### config.mk
export PLATFORM = sky130hd
export DESIGN_NAME = mmp_beat_decider
export DESIGN_NICKNAME = d
export VERILOG_FILES = /design/src/rtl/mmp_pkg.sv /design/src/rtl/mmp_peak_qual.sv /design/src/rtl/mmp_pair_fsm.sv /design/src/rtl/mmp_mark_fsm.sv /design/src/rtl/mmp_beat_decider.sv
export SDC_FILE = /design/constraint.sdc
export NUM_CORES = 1
export LEC_CHECK = 0
export ABC_AREA = 1
export ABC_CLOCK_PERIOD_IN_PS = 2500
export BUFFER_PORTS_ARGS = -buffer_cell sky130_fd_sc_hd__buf_4
export CORE_UTILIZATION = 56
export CTS_BUF_LIST = sky130_fd_sc_hd__clkbuf_8
export DETAILED_ROUTE_END_ITERATION = 6
export HOLD_SLACK_MARGIN = 0.03
export PLACE_DENSITY = 0.92
export SLEW_MARGIN = 10
export SYNTH_ARGS = -nofsm -noshare
export SYNTH_HDL_FRONTEND = slang
export SYNTH_HIERARCHICAL = 1
export SYNTH_SLANG_ARGS = --single-unit
export TNS_END_PERCENT = 20
### constraint.sdc
create_clock -name clk -period 2.5 [get_ports clk]
set_input_delay 0.125 -clock clk [delete_from_list [all_inputs] [get_ports clk]]
set_output_delay 0.125 -clock clk [all_outputs]
set_load 0.02 [all_outputs]
### src/rtl/mmp_pkg.sv
`timescale 1ns/1ps
package mmp_pkg;

  // extremum code carried on pk_code
  localparam logic [1:0] PK_MAX = 2'b01;
  localparam logic [1:0] PK_MIN = 2'b10;

  // pairing machine
  typedef enum logic [1:0] {
    P_NONE = 2'd0,
    P_PEAK = 2'd1,
    P_ZERO = 2'd2,
    P_OPP  = 2'd3
  } pair_st_e;

  // marking machine
  typedef enum logic [1:0] {
    M_IDLE  = 2'd0,
    M_CAND  = 2'd1,
    M_CHECK = 2'd2
  } mark_st_e;

endpackage

### src/rtl/mmp_peak_qual.sv
`timescale 1ns/1ps
module mmp_peak_qual
  import mmp_pkg::*;
#(
  parameter int W = 14
) (
  input  logic [1:0]          pk_code,
  input  logic signed [W-1:0] coef,
  input  logic signed [W-1:0] thr_hi,
  input  logic signed [W-1:0] thr_lo,
  output logic                vld_up,
  output logic                vld_dn
);

  localparam int LANES = 2;

  // true when the sample lies strictly beyond the threshold in the lane's direction
  function automatic logic beyond(input logic signed [W-1:0] c,
                                  input logic signed [W-1:0] t,
                                  input logic upward);
    beyond = upward ? (c > t) : (c < t);
  endfunction

  logic [LANES-1:0] lane_hit;

  for (genvar g = 0; g < LANES; g++) begin : g_lane
    localparam logic       UPW  = (g == 0);
    localparam logic [1:0] CODE = (g == 0) ? PK_MAX : PK_MIN;
    logic signed [W-1:0] lane_thr;
    assign lane_thr    = UPW ? thr_hi : thr_lo;
    assign lane_hit[g] = (pk_code == CODE) && beyond(coef, lane_thr, UPW);
  end

  assign vld_up = lane_hit[0];
  assign vld_dn = lane_hit[1];

endmodule

### src/rtl/mmp_pair_fsm.sv
`timescale 1ns/1ps
module mmp_pair_fsm
  import mmp_pkg::*;
#(
  parameter int TOL_SMP = 21,
  parameter int RP_SMP  = 25
) (
  input  logic     clk,
  input  logic     rst_n,
  input  logic     vld_up,
  input  logic     vld_dn,
  input  logic     zc,
  output pair_st_e st,
  output logic     set_cand,
  output logic     set_conf,
  output logic     ev_timeout
);

  localparam int SPAN = (TOL_SMP > RP_SMP) ? TOL_SMP : RP_SMP;
  localparam int CW   = $clog2(SPAN + 1);
  localparam logic [CW-1:0] TOL_LAST = CW'(TOL_SMP - 1);
  localparam logic [CW-1:0] RP_LAST  = CW'(RP_SMP - 1);

  pair_st_e      nxt;
  logic [CW-1:0] dwell;
  logic          first_up, first_up_nxt;
  logic          opp_hit, any_hit, tol_end, rp_end;

  // qualified extremum whose sign differs from the one that opened the pair
  function automatic logic opposite(input logic ref_up, input logic up, input logic dn);
    opposite = ref_up ? dn : up;
  endfunction

  assign opp_hit = opposite(first_up, vld_up, vld_dn);
  assign any_hit = vld_up | vld_dn;
  assign tol_end = (dwell == TOL_LAST);
  assign rp_end  = (dwell == RP_LAST);

  always_comb begin
    nxt          = st;
    first_up_nxt = first_up;
    set_cand     = 1'b0;
    set_conf     = 1'b0;
    ev_timeout   = 1'b0;
    unique case (st)
      P_NONE: begin
        if (any_hit) begin
          nxt          = P_PEAK;
          first_up_nxt = vld_up;
        end
      end
      P_PEAK: begin
        if (opp_hit) begin
          nxt      = P_OPP;
          set_cand = 1'b1;
          set_conf = 1'b1;
        end else if (zc) begin
          nxt      = P_ZERO;
          set_cand = 1'b1;
        end else if (tol_end) begin
          nxt        = P_NONE;
          ev_timeout = 1'b1;
        end
      end
      P_ZERO: begin
        if (opp_hit) begin
          nxt      = P_OPP;
          set_conf = 1'b1;
        end else if (tol_end) begin
          nxt        = P_NONE;
          ev_timeout = 1'b1;
        end
      end
      P_OPP: begin
        if (rp_end) nxt = P_NONE;
      end
      default: nxt = P_NONE;
    endcase
  end

  always_ff @(posedge clk or negedge rst_n) begin
    if (!rst_n) begin
      st       <= P_NONE;
      dwell    <= '0;
      first_up <= 1'b0;
    end else begin
      st       <= nxt;
      first_up <= first_up_nxt;
      if (nxt != st || nxt == P_NONE) dwell <= '0;
      else                            dwell <= dwell + 1'b1;
    end
  end

endmodule

### src/rtl/mmp_mark_fsm.sv
`timescale 1ns/1ps
module mmp_mark_fsm
  import mmp_pkg::*;
#(
  parameter int DLY_SMP = 21
) (
  input  logic     clk,
  input  logic     rst_n,
  input  logic     set_cand,
  input  logic     set_conf,
  output mark_st_e st,
  output logic     cand_q,
  output logic     conf_q,
  output logic     beat
);

  localparam int CW = $clog2(DLY_SMP + 1);
  localparam logic [CW-1:0] DLY_LAST = CW'(DLY_SMP - 1);

  mark_st_e      nxt;
  logic [CW-1:0] cnt;
  logic          clear, conf_take;

  // a confirm only counts while a tentative beat is pending or being raised
  function automatic logic accept_conf(input logic conf_in, input logic cand_in,
                                       input logic pend, input logic clr);
    accept_conf = conf_in && (cand_in || (pend && !clr));
  endfunction

  assign clear     = (st == M_CHECK);
  assign conf_take = accept_conf(set_conf, set_cand, cand_q, clear);
  assign beat      = clear && conf_q;

  always_comb begin
    nxt = st;
    unique case (st)
      M_IDLE:  if (cand_q) nxt = M_CAND;
      M_CAND:  if (cnt == DLY_LAST) nxt = M_CHECK;
      M_CHECK: nxt = M_IDLE;
      default: nxt = M_IDLE;
    endcase
  end

  always_ff @(posedge clk or negedge rst_n) begin
    if (!rst_n) begin
      st     <= M_IDLE;
      cnt    <= '0;
      cand_q <= 1'b0;
      conf_q <= 1'b0;
    end else begin
      st <= nxt;
      if (st == M_CAND && nxt == M_CAND) cnt <= cnt + 1'b1;
      else                               cnt <= '0;
      if (set_cand)   cand_q <= 1'b1;
      else if (clear) cand_q <= 1'b0;
      if (conf_take)  conf_q <= 1'b1;
      else if (clear) conf_q <= 1'b0;
    end
  end

endmodule

### src/rtl/mmp_beat_decider.sv
`timescale 1ns/1ps
module mmp_beat_decider
  import mmp_pkg::*;
#(
  parameter int W       = 14,
  parameter int TOL_SMP = 21,
  parameter int RP_SMP  = 25,
  parameter int DLY_SMP = 21
) (
  input  logic                clk,
  input  logic                rst_n,
  input  logic [1:0]          pk_code,
  input  logic                zc_flag,
  input  logic signed [W-1:0] thr_hi,
  input  logic signed [W-1:0] thr_lo,
  input  logic signed [W-1:0] coef,
  output logic                beat_o,
  output logic                cand_o,
  output logic                conf_o
);

  // named internal events, watched by the bound checker
  logic     vld_up, vld_dn;
  logic     set_cand, set_conf, ev_timeout;
  pair_st_e pair_st;
  mark_st_e mark_st;

  mmp_peak_qual #(.W(W)) u_qual (
    .pk_code (pk_code),
    .coef    (coef),
    .thr_hi  (thr_hi),
    .thr_lo  (thr_lo),
    .vld_up  (vld_up),
    .vld_dn  (vld_dn)
  );

  mmp_pair_fsm #(.TOL_SMP(TOL_SMP), .RP_SMP(RP_SMP)) u_pair (
    .clk        (clk),
    .rst_n      (rst_n),
    .vld_up     (vld_up),
    .vld_dn     (vld_dn),
    .zc         (zc_flag),
    .st         (pair_st),
    .set_cand   (set_cand),
    .set_conf   (set_conf),
    .ev_timeout (ev_timeout)
  );

  mmp_mark_fsm #(.DLY_SMP(DLY_SMP)) u_mark (
    .clk      (clk),
    .rst_n    (rst_n),
    .set_cand (set_cand),
    .set_conf (set_conf),
    .st       (mark_st),
    .cand_q   (cand_o),
    .conf_q   (conf_o),
    .beat     (beat_o)
  );

endmodule


---- After elaboration in Yosys (flattened, before gate mapping) ----
Index checks and enable logic that the tools add are counted.
W data, S select, Z words.
cells by class
  add/subtract/negate cells ............... 2
  order comparisons ....................... 2
  equal/unequal tests ..................... 12
  multiplexer cells ....................... 21
  bitwise logic cells ..................... 1
  reductions and logical operators ........ 16
operator list
  kind                   count
  $mux W2                8
  $eq A5 B5 Y1 const B   3
  $gt A14 B14 Y1         1
  $lt A14 B14 Y1         1
  $add A5 B1 Y5 const B  2
  $mux W5                2
  $mux W1                9
  $eq A2 B1 Y1 const B   4
  $eq A2 B2 Y1 const B   4
  $pmux W2 S4            1
  $logic_and A1 B1 Y1    6
  $logic_not A2 Y1       3
  $pmux W2 S2            1
  $reduce_bool A2 Y1     2
  $logic_or A1 B1 Y1     2
  $ne A2 B2 Y1           1
  $reduce_and A2 Y1      1
  $reduce_or A2 Y1       1
  $logic_not A1 Y1       1
  $or A1 B1 Y1           1
storage, ports and cells
  bits in registers ....................... 17
  input port bits ......................... 47
  output and inout port bits .............. 3
  logic and storage cells ................. 61

---- Logic depth before layout (Yosys ltp) ----
  depth in word-level cells ............... 8
  gate-level depth with buffers ........... 23
  gate-level depth less buffers ........... 23

---- Modules after synthesis ----
Netlist, hierarchy kept.
by module, submodules not included
  module         instances  cells an instance  area an instance (um2)  sequential area each (um2)
  mmp_peak_qual  1          147                840.8                   0.0
  mmp_pair_fsm   1          82                 631.9                   200.2
  mmp_mark_fsm   1          49                 420.4                   225.2

---- Least setup slack after synthesis ----
Ideal clock, no wire load.
  path kind ............................... input -> register
  from .................................... input thr_hi[13]
  to ...................................... register u_pair.dwell[2]
  setup time .............................. 0.121 ns
  data arrival time ....................... 1.876 ns
  required time ........................... 2.379 ns
  path slack .............................. 0.503 ns
  cell stages on the path ................. 20
  path buffers ............................ 0
  path through ............................ inv_1 > ha_1 > nand2_1 > nor2_2 > inv_2 > nor2_4 > nand2_2 > nand2_1 > nand2_1 > nand2_1 > nor2_2 > or2_1 > o21ai_1 > nand2_1 > nor2_2 > nor2_1 > nand2_1 > nand2_2 > nand2_4 > nor2_2
between the ends
  word-level cells in the longest chain between the ends .. 8
  elaborated cells on any way between the ends .. 12
  classes of those cells .................. 1 x order compare; 1 x eq/ne; 6 x mux; 1 x bitwise; 3 x reduce/logical
ends and longest elaborated chain
  what                                                     line                                                        RTL
  from (decl)                                              mmp_beat_decider.sv:14                                      input logic signed [W-1:0] thr_hi,
  $gt A14 B14 Y1 *                                         mmp_peak_qual.sv:21                                         beyond = upward ? (c > t) : (c < t);
  $logic_and A1 B1 Y1 *                                    mmp_peak_qual.sv:31                                         assign lane_hit[g] = (pk_code == CODE) && beyond(coef, lane_thr, UPW);
  net vld_up                                               mmp_beat_decider.sv:23                                      logic vld_up, vld_dn;
  $mux W1 / $or A1 B1 Y1 (equally long branches)           mmp_pair_fsm.sv:31, mmp_pair_fsm.sv:35
  $mux W2, on equally long branches                        mmp_pair_fsm.sv:66, mmp_pair_fsm.sv:47, mmp_pair_fsm.sv:53
  $pmux W2 S4 *                                            mmp_pair_fsm.sv:45                                          unique case (st)
  net u_pair.nxt[0]                                        mmp_pair_fsm.sv:24                                          pair_st_e nxt;
  $ne A2 B2 Y1 / $logic_not A2 Y1 (equally long branches)  mmp_pair_fsm.sv:89                                          if (nxt != st || nxt == P_NONE) dwell <= '0;
  $logic_or A1 B1 Y1 *                                     mmp_pair_fsm.sv:89
  $mux W5 *                                                mmp_pair_fsm.sv:89
  to (signal assigned)                                     mmp_pair_fsm.sv:90                                          else dwell <= dwell + 1'b1;
  to (decl)                                                mmp_pair_fsm.sv:25                                          logic [CW-1:0] dwell;
The timed path passes the listed nets; every way through them passes the cells marked *.
A chain may end at the register's enable or synchronous reset.

---- Final worst setup path ----
  from .................................... input coef[13]
  to ...................................... register u_pair.dwell[3]
between the ends
  word-level cells in the longest chain between the ends .. 8
  elaborated cells on any way between the ends .. 14
  classes of those cells .................. 2 x order compare; 1 x eq/ne; 6 x mux; 1 x bitwise; 4 x reduce/logical
ends and longest elaborated chain
  what                                                     line                                                        RTL
  from (decl)                                              mmp_beat_decider.sv:16                                      input logic signed [W-1:0] coef,
  $gt A14 B14 Y1 *                                         mmp_peak_qual.sv:21
  $logic_and A1 B1 Y1 *                                    mmp_peak_qual.sv:31
  net vld_up                                               mmp_beat_decider.sv:23
  $mux W1 / $or A1 B1 Y1 (equally long branches)           mmp_pair_fsm.sv:31, mmp_pair_fsm.sv:35
  $mux W2, on equally long branches                        mmp_pair_fsm.sv:66, mmp_pair_fsm.sv:47, mmp_pair_fsm.sv:53
  $pmux W2 S4 *                                            mmp_pair_fsm.sv:45
  net u_pair.nxt[0]                                        mmp_pair_fsm.sv:24
  $ne A2 B2 Y1 / $logic_not A2 Y1 (equally long branches)  mmp_pair_fsm.sv:89
  $logic_or A1 B1 Y1 *                                     mmp_pair_fsm.sv:89
  $mux W5 *                                                mmp_pair_fsm.sv:89
Marked as above.

==> run metrics <==
Root Driver=clkbuf_8; CORE AREA=3128 um^2; final hold violation count=0; post-DR wirelength/cell=10.06 um; Area Growth Syn to Fin=25.33%; worst min-delay path class=in2reg; Worst VDD drop=0.3918 mV; worst-skew pair later-pin latency=~0.25 ns; drt via density=between 4 and 5; Port Buffer Count=49; final net count=415; Mapped Area=1887 um^2; kind of critical path=in2reg; Inserted Diodes=0; CTS Buffer Depth=2; clk_skew=between 0.002 and 0.0025 ns; Clock Sinks=17; GRT Total Usage=between 20% and 30%; Worst-Margin Slew=0.2598 ns; syn nets=360; RSZ-0062 raised after global routing=no; initial core utilization=roughly 60%; data arrival time of the critical path=around 2.1 ns; Final Max Tran Viols=0; Syn Inst Count=277; CP max-delay cell=ha_1; CP max stage delay=0.33 ns; drt first pass iters=4; die width=60.05 um; htree depth=1; Total Wirelength=3.771 mm; initial antenna violation count=0; Leak Pwr=roughly 1.5 nW; min Tclk post-route=2.008 ns; Multi-input gate area=1195 um^2; FP Rows=20; Clk pin slew, worst setup/hold paths=around 0.060 ns; CP cell instances=buf_4, ha_1, nand2_1, nor2_2, inv_2, nor2_4, nand2_2, nand2_1, nand2_1, nand2_1, nor2_2, or2_1, o21ai_1, nand2_1, nor2_2, nor2_1, nand2_1, nand2_2, nand2_4, nor2_2; Post-CTS Setup Bufs=0; hold depth=5; Finished Core Util=75.60%; cts hold-fix bufs=1; worst reg-to-reg path cell count=12; Worst Setup Start Kind=input port; Residual DRC=0; post-route ant nets=0; initial drt markers=58; post-CTS sizing=0; hpwl dp=3.155 mm; Worst R2R Setup Slack=0.73 ns; worst hold start=zc_flag; dpl cells=370; die area=3605 um^2; Mean Syn Cell Area=6.812 um^2; cell mode on critical path=nand2_1; WHS=0.2190 ns; final setup TNS=0 ns; vias in the first global route=1676; final non-filler cell total=around 380; via count=1755; Final GP Congestion=0.7360; largest net degree at the start of global routing=18; Reg area=about 430 um^2; Worst Path Max Fanout=5; TritonCTS clock tree=yes; first-pass GRT wire length=6.279 mm; achievable frequency=498.0 MHz; io pins=50; status=finished clean; relative slew slack=82.57%; Worst R2R End=u_pair/dwell[3]; WP data required=2.64 ns; chip height=60.05 um; Yosys warnings=6; layout cells sized above 1=roughly 26%; reg2reg start=u_pair/st[1]; Final Setup Violations=0; global route total overflow=0; PD cells=623.9 nW/um^2; CTS Buf Count=3; fill count=230; worst hold path endpoint=u_mark/cand_q; final worst-path cycle share=80.32%; MaxCap Viol Count=0; Crit. End Element=flop
[sequential cells by signal (all words and copies together), names as in the netlist]
signal,flops
u_mark/st,2
u_mark/conf_q,1
u_mark/cnt,5
u_mark/cand_q,1
u_pair/first_up,1
u_pair/dwell,5
u_pair/st,2
[report_power, final]
part	total (mW)	leakage [nW]	switching [mW]	internal (mW)
clock network	0.191	0.0269	0.0822	0.109
registers	0.472	0.212	0.105	0.368
logic	0.812	1.21	0.478	0.334
[worst max path at each step]
stage                     from         endpoint  cells past startpoint
floorplan           thr_hi[13]  u_pair/dwell[2]                     20
global placement      coef[13]  u_pair/dwell[4]                     20
detailed placement    coef[13]  u_pair/dwell[2]                     20
CTS                   coef[13]  u_pair/dwell[3]                     20
global route        thr_lo[13]  u_pair/dwell[1]                     21
finish                coef[13]  u_pair/dwell[3]                     20
[through the flow]
stage               area, um^2  total power [mW]  setup slack [ns]
finish                    2365             1.475            0.4920
global route              2365             1.614            0.1742
CTS                       2365             1.478            0.4973
detailed placement        2310             1.279            0.2538
global placement          2310             1.232            0.3285
floorplan                 1887             1.054            0.5035
[worst max-delay path, delay by kind of cell]
kind                       cells  cell delay [ns]
adders and majority gates      1             0.33
AOI/OAI and AO/OA              1             0.12
buffers and inverters          2             0.17
and+or+nand+nor               16             1.41
[cell usage in the layout (no fill, tap or decap), drive strengths merged]
master and instances:
a21oi 10, a22o 1, buf 49, clkbuf 3, dfrtp 17, dlygate4sd3 1, ha 36, inv 72
nand2 81, nand3 15, nand3b 1, nand4 3, nor2 33, o21ai 4, or2 1, xnor2 2
xor2 2
[layout make-up]
| type | count | share of cell area, % |
|---|---|---|
| inverters | 71 | 11.27 |
| clock buffers | 3 | 1.746 |
| flip-flops and latches | 17 | 17.99 |
| well taps | 44 | 2.328 |
| repair buffers | 50 | 15.98 |
| multi-input cells | 189 | 50.53 |
| clock inverters | 1 | 0.1587 |
[metal layers]
| metal | wire, um | vias to the layer above | track usage (%) |
|---|---|---|---|
| li1 | - | 941 | - |
| met1 | 1618 | 769 | 24.16 |
| met2 | 1935 | 43 | 45.71 |
| met3 | 206 | 2 | 4.978 |
| met4 | 11 | 0 | 3.654 |
| met5 | 0 | - | 0 |
(Power assumes the default switching activity.)
